--- src/rtl/gtlb_pkg.sv ---
package gtlb_pkg;
  localparam logic [1:0] PRIV_U = 2'b00;
  localparam logic [1:0] PRIV_S = 2'b01;
  localparam logic [1:0] PRIV_M = 2'b11;
endpackage

--- src/rtl/gtlb_rr.sv ---
module gtlb_rr #(
  parameter int N_ENT = 8,
  localparam int PTR_W = (N_ENT > 1) ? $clog2(N_ENT) : 1
) (
  input  logic             clk_i,
  input  logic             rst_ni,
  input  logic             adv_i,
  output logic [PTR_W-1:0] ptr_o
);
  always_ff @(posedge clk_i or negedge rst_ni) begin
    if (!rst_ni) ptr_o <= '0;
    else if (adv_i) ptr_o <= (ptr_o == PTR_W'(N_ENT - 1)) ? '0 : ptr_o + 1'b1;
  end
endmodule

--- src/rtl/gtlb_entry.sv ---
module gtlb_entry #(
  parameter int VMID_W = 7,
  parameter int ASID_W = 9,
  parameter int VPN_W  = 27,
  parameter int PPN_W  = 22
) (
  input  logic              clk_i,
  input  logic              rst_ni,
  input  logic              wr_i,
  input  logic [VMID_W-1:0] wr_vmid_i,
  input  logic [ASID_W-1:0] wr_asid_i,
  input  logic [VPN_W-1:0]  wr_vpn_i,
  input  logic [PPN_W-1:0]  wr_ppn_i,
  input  logic              wr_glb_i,
  input  logic              kill_i,
  input  logic [VMID_W-1:0] lk_vmid_i,
  input  logic [ASID_W-1:0] lk_asid_i,
  input  logic [VPN_W-1:0]  lk_vpn_i,
  input  logic [VMID_W-1:0] f_vmid_i,
  input  logic              f_addr_v_i,
  input  logic [VPN_W-1:0]  f_vpn_i,
  input  logic              f_asid_v_i,
  input  logic [ASID_W-1:0] f_asid_i,
  output logic              valid_o,
  output logic              hit_o,
  output logic [PPN_W-1:0]  ppn_o,
  output logic              fmatch_o
);
  logic [VMID_W-1:0] vmid_q;
  logic [ASID_W-1:0] asid_q;
  logic [VPN_W-1:0]  vpn_q;
  logic              glb_q;

  always_ff @(posedge clk_i or negedge rst_ni) begin
    if (!rst_ni) begin
      valid_o <= 1'b0;
      vmid_q  <= '0;
      asid_q  <= '0;
      vpn_q   <= '0;
      ppn_o   <= '0;
      glb_q   <= 1'b0;
    end else if (wr_i) begin
      // fill takes precedence over a same-cycle kill
      valid_o <= 1'b1;
      vmid_q  <= wr_vmid_i;
      asid_q  <= wr_asid_i;
      vpn_q   <= wr_vpn_i;
      ppn_o   <= wr_ppn_i;
      glb_q   <= wr_glb_i;
    end else if (kill_i) begin
      valid_o <= 1'b0;
    end
  end

  assign hit_o = valid_o && (vmid_q == lk_vmid_i) && (vpn_q == lk_vpn_i)
              && (glb_q || (asid_q == lk_asid_i));

  // global entries escape an ASID-scoped fence
  assign fmatch_o = valid_o && (vmid_q == f_vmid_i)
                 && (!f_addr_v_i || (vpn_q == f_vpn_i))
                 && (!f_asid_v_i || (!glb_q && (asid_q == f_asid_i)));
endmodule

--- src/rtl/gtlb_fence_top.sv ---
module gtlb_fence_top
  import gtlb_pkg::*;
#(
  parameter int N_ENT  = 8,
  parameter int VMID_W = 7,
  parameter int ASID_W = 9,
  parameter int VPN_W  = 27,
  parameter int PPN_W  = 22,
  localparam int PTR_W = (N_ENT > 1) ? $clog2(N_ENT) : 1
) (
  input  logic              clk_i,
  input  logic              rst_ni,
  input  logic              fill_valid_i,
  input  logic [VMID_W-1:0] fill_vmid_i,
  input  logic [ASID_W-1:0] fill_asid_i,
  input  logic [VPN_W-1:0]  fill_vpn_i,
  input  logic [PPN_W-1:0]  fill_ppn_i,
  input  logic              fill_global_i,
  input  logic [VMID_W-1:0] lk_vmid_i,
  input  logic [ASID_W-1:0] lk_asid_i,
  input  logic [VPN_W-1:0]  lk_vpn_i,
  output logic              lk_hit_o,
  output logic [PPN_W-1:0]  lk_ppn_o,
  input  logic              fence_valid_i,
  input  logic              fence_addr_valid_i,
  input  logic [VPN_W-1:0]  fence_vpn_i,
  input  logic              fence_asid_valid_i,
  input  logic [ASID_W-1:0] fence_asid_i,
  input  logic [1:0]        fence_priv_i,
  input  logic              fence_virt_i,
  input  logic [VMID_W-1:0] hgatp_vmid_i,
  input  logic              tvm_i,
  input  logic              vtvm_i,
  output logic              fence_done_o,
  output logic              fence_illegal_o
);
  logic [PTR_W-1:0] wr_ptr;
  logic [N_ENT-1:0] ent_valid, ent_hit, ent_fm, ent_kill;
  logic [PPN_W-1:0] ent_ppn [N_ENT];
  logic             legal, fence_go;

  // privilege alone decides legality; trap-vm bits deliberately unused here
  always_comb begin
    case (fence_priv_i)
      PRIV_M:  legal = 1'b1;
      PRIV_S:  legal = !fence_virt_i;
      default: legal = 1'b0;
    endcase
  end
  assign fence_go = fence_valid_i && legal;

  gtlb_rr #(.N_ENT(N_ENT)) u_rr (
    .clk_i (clk_i),
    .rst_ni(rst_ni),
    .adv_i (fill_valid_i),
    .ptr_o (wr_ptr)
  );

  for (genvar g = 0; g < N_ENT; g++) begin : g_ent
    assign ent_kill[g] = fence_go && ent_fm[g];
    gtlb_entry #(
      .VMID_W(VMID_W), .ASID_W(ASID_W), .VPN_W(VPN_W), .PPN_W(PPN_W)
    ) u_ent (
      .clk_i     (clk_i),
      .rst_ni    (rst_ni),
      .wr_i      (fill_valid_i && (wr_ptr == PTR_W'(g))),
      .wr_vmid_i (fill_vmid_i),
      .wr_asid_i (fill_asid_i),
      .wr_vpn_i  (fill_vpn_i),
      .wr_ppn_i  (fill_ppn_i),
      .wr_glb_i  (fill_global_i),
      .kill_i    (ent_kill[g]),
      .lk_vmid_i (lk_vmid_i),
      .lk_asid_i (lk_asid_i),
      .lk_vpn_i  (lk_vpn_i),
      .f_vmid_i  (hgatp_vmid_i),
      .f_addr_v_i(fence_addr_valid_i),
      .f_vpn_i   (fence_vpn_i),
      .f_asid_v_i(fence_asid_valid_i),
      .f_asid_i  (fence_asid_i),
      .valid_o   (ent_valid[g]),
      .hit_o     (ent_hit[g]),
      .ppn_o     (ent_ppn[g]),
      .fmatch_o  (ent_fm[g])
    );
  end

  always_comb begin
    lk_ppn_o = '0;
    for (int i = 0; i < N_ENT; i++) begin
      if (ent_hit[i]) lk_ppn_o = lk_ppn_o | ent_ppn[i];
    end
  end
  assign lk_hit_o = |ent_hit;

  always_ff @(posedge clk_i or negedge rst_ni) begin
    if (!rst_ni) begin
      fence_done_o    <= 1'b0;
      fence_illegal_o <= 1'b0;
    end else begin
      fence_done_o    <= fence_go;
      fence_illegal_o <= fence_valid_i && !legal;
    end
  end
endmodule

--- config.mk ---
export PLATFORM = sky130hd
export DESIGN_NAME = gtlb_fence_top
export DESIGN_NICKNAME = d
export VERILOG_FILES = /design/src/rtl/gtlb_pkg.sv /design/src/rtl/gtlb_rr.sv /design/src/rtl/gtlb_entry.sv /design/src/rtl/gtlb_fence_top.sv
export SDC_FILE = /design/constraint.sdc
export NUM_CORES = 1
export LEC_CHECK = 0
export ABC_CLOCK_PERIOD_IN_PS = 6120
export BUFFER_PORTS_ARGS = -buffer_cell sky130_fd_sc_hd__buf_2
export CAP_MARGIN = 20
export CORE_MARGIN = 1.5
export CORE_UTILIZATION = 34
export DETAILED_ROUTE_END_ITERATION = 16
export GPL_TIMING_DRIVEN = 1
export HOLD_SLACK_MARGIN = 0.1
export PLACE_DENSITY = 0.56
export SYNTH_ARGS = -nofsm -noshare
export SYNTH_HDL_FRONTEND = slang
export SYNTH_SLANG_ARGS = --single-unit
--- constraint.sdc ---
create_clock -name clk_i -period 6.12 [get_ports clk_i]
set_input_delay 0.612 -clock clk_i [delete_from_list [all_inputs] [get_ports clk_i]]
set_output_delay 0.612 -clock clk_i [all_outputs]
set_load 0.02 [all_outputs]
==> metrics.csv <==
metric,value,unit
viasPerCell,5.45,
fin_crit_sh,78.2,%
fin_tns_setup,0,ns
syn_area,29600,um^2
clock_latency,0.65,ns
num-nets-final,2757,
hpwl,82600,um
cts_tree,yes,
synth_nets,2646,
gp_congestion,1.00,
clk_pin_slew,0.06,ns
rsz0062_at_grt,false,
synth_top_area_share,45.7,%
layout-drive-gt1-share,33.1,%
cts-resized-gates,0,
portBuffers,185,
wirelength,115000,um
cts_htree_levels,3,
num_vias,20689,
critPathCaptureType,output port,
numCtsBuffers,66,
clk_path_buf_depth,3,
core,86600,um^2
ir_drop,0.271,mV
required,5.51,ns
p_per_area,535,nW/um^2
max_freq,209,MHz
ys_warn_count,0,
setup_violations,0,
grt_pass1_vias,20970,
worstHoldPathType,in2reg,
die_y,298,um
cts_setup_buffers,0,
start_util,34.2,%
rows,108,
finalMaxSlewViolations,0,
crit_type,reg2out,
finClkSkew,0.0491,ns
synth-edff-count,0,
wl_per_cell,30.2,um
drc,0,
ys_top_cells_by_count,"dfrtp_1 (541), mux2_2 (528), xnor2_1 (458), xor2_1 (229), nand4_1 (131)",
power.leakage,13.9,nW
first_pass_iters,7,
syn2layout_area_growth,14.7,%
antenna_found_initial,24,
hold_viol_final,0,
fp.dieW,298,um
ys_ff_latch,541,
max-slew-margin-rel,21.8,%
worstMarginPinSlew,1.16,ns
grt_pass1_wl,162000,um
dp_cells,3673,
avgSynthCellArea,12.0,um^2
synth_cells,2477,
synthDistinctLibCells,37,
ys_top_cells_by_area,"dfrtp_1 (46%), mux2_2 (20%), xnor2_1 (14%)",
hold_buffers,1,
synth.most_common_cell,dfrtp_1,
grt_max_degree,172,
period_needed,4.79,ns
root_buffer,clkbuf_16,
startpoint_type,flop,
grt.total_usage,25.5,%
path_max_fanout,15,
drtIter0Drc,1861,
cts.sinks,541,
yosysTopAreaCell,dfrtp_1,
dieArea,89000,um^2
final_cells,3796,
cap_violations,0,
outcome,finished clean,
ios,188,
ys.flop_type,dfrtp_1,
ys_seq_area_share,45.7,%
antenna_left,0,
cp.arrival,4.18,ns
overflow,0,
postSynth.asyncResetShare,100,%
stage by stage:
step | cell area [um^2] | hold slack (ns) | utilization, % | setup WS, ns | total power [mW]
floorplan | 29600 | 0.316 | - | 3.28 | 11.2
global placement | 31500 | 0.463 | 36.4 | 1.72 | 13.6
detailed placement | 31500 | 0.468 | 36.4 | 1.69 | 13.8
CTS | 34000 | 0.161 | 39.2 | 1.48 | 18.2
global route | 34000 | 0.197 | 39.2 | 1.36 | 18.9
finish | 34000 | 0.195 | 39.2 | 1.33 | 18.2
registers in the layout, summed over array words and instances (netlist names):
name / flops
fence_done_o: 1
fence_illegal_o: 1
g_ent.u_ent.valid_o: 8
u_rr.ptr_o: 3
g_ent.u_ent.vmid_q: 56
g_ent.u_ent.vpn_q: 216
g_ent.u_ent.glb_q: 8
g_ent.u_ent.ppn_o: 176
g_ent.u_ent.asid_q: 72
worst max-delay path: stages, from the launching register on:
cell and delay, ns:
dfrtp_1 0.47, xor2_1 0.18, nor4_1 0.93, nand4_1 0.29
nor3_4 0.85, buf_4 0.27, and3_1 0.16, a311oi_1 0.05
nand4_1 0.15, buf_2 0.19
cells in the final DEF, fill, tap and decap left out, types with 2 or more instances in the layout:
cell type and count:
dfrtp_1 541, mux2_2 528, xnor2_1 458, xor2_1 229, buf_2 187, nand4_1 131, nand2_1 108, nand3_1 74
clkbuf_16 66, nor4_1 58, buf_4 28, o22ai_1 23, a311oi_1 22, o22a_1 22, nor3_1 20, and3_1 19
clkbuf_8 18, o41ai_1 16, clkbuf_1 10, bufinv_16 9, a41o_1 8, inv_1 7, ha_1 6, nand2_4 5
clkinv_16 5, clkinvlp_4 5, nor4_4 3, and3_2 3, nor2b_1 3, o21ai_0 3, nand3_4 3, clkinv_2 3
buf_12 3, diode_2 2, a21oi_1 2, inv_16 2
layout make-up:
class                           instances  area (um^2)
Clock inverter                         25          522
Tap cell                             1155         1450
Fill cell                            8394        52600
Clock buffer                           94         1940
Inverter                                7         26.3
Multi-Input combinational cell       1752        15300
Timing Repair Buffer                  220         1230
Sequential cell                       541        13500
Antenna cell                            2         5.00
report_power, final:
group	internal (mW)	switching, mW	total [mW]
sequential	5.38	1.90	7.28
clock	2.63	1.71	4.35
combinational	3.22	3.33	6.55
total	11.2	6.94	18.2
per-layer routing:
metal	up-vias	share of wire (%)	GRT usage, %
li1	8908	-	-
met4	34	3.4	8.39
met2	764	47	41.1
met1	10791	43	34.3
met3	192	6.4	4.71
met5	-	0.18	0
final timing paths:
kind,start,end,slack [ns],cells past startpoint
max,g_ent[7].u_ent.vpn_q[5]$_DFFE_PN0P_,lk_ppn_o[18],1.33,9
min,fence_valid_i,fence_illegal_o$_DFF_PN0_,0.19,2
max reg2reg,g_ent[5].u_ent.vpn_q[18]$_DFFE_PN0P_,g_ent[5].u_ent.valid_o$_DFFE_PN0P_,3.07,7
min reg2reg,g_ent[6].u_ent.valid_o$_DFFE_PN0P_,g_ent[6].u_ent.valid_o$_DFFE_PN0P_,0.48,2
max in group asynchronous,rst_ni,g_ent[3].u_ent.ppn_o[5]$_DFFE_PN0P_,4.24,3
min in group asynchronous,rst_ni,g_ent[4].u_ent.vpn_q[3]$_DFFE_PN0P_,0.50,2
cells by family after synthesis:
family / synth area share [%]
multiplexers: 20.1
flip-flops: 45.7
XOR/XNOR: 20.4
AO/OA/AOI/OAI: 2.67
buffers and inverters: 3.06
adder cells (fa/ha/maj): 0.253
AND/OR/NAND/NOR: 7.89
Power figures use the tool's default switching activity.
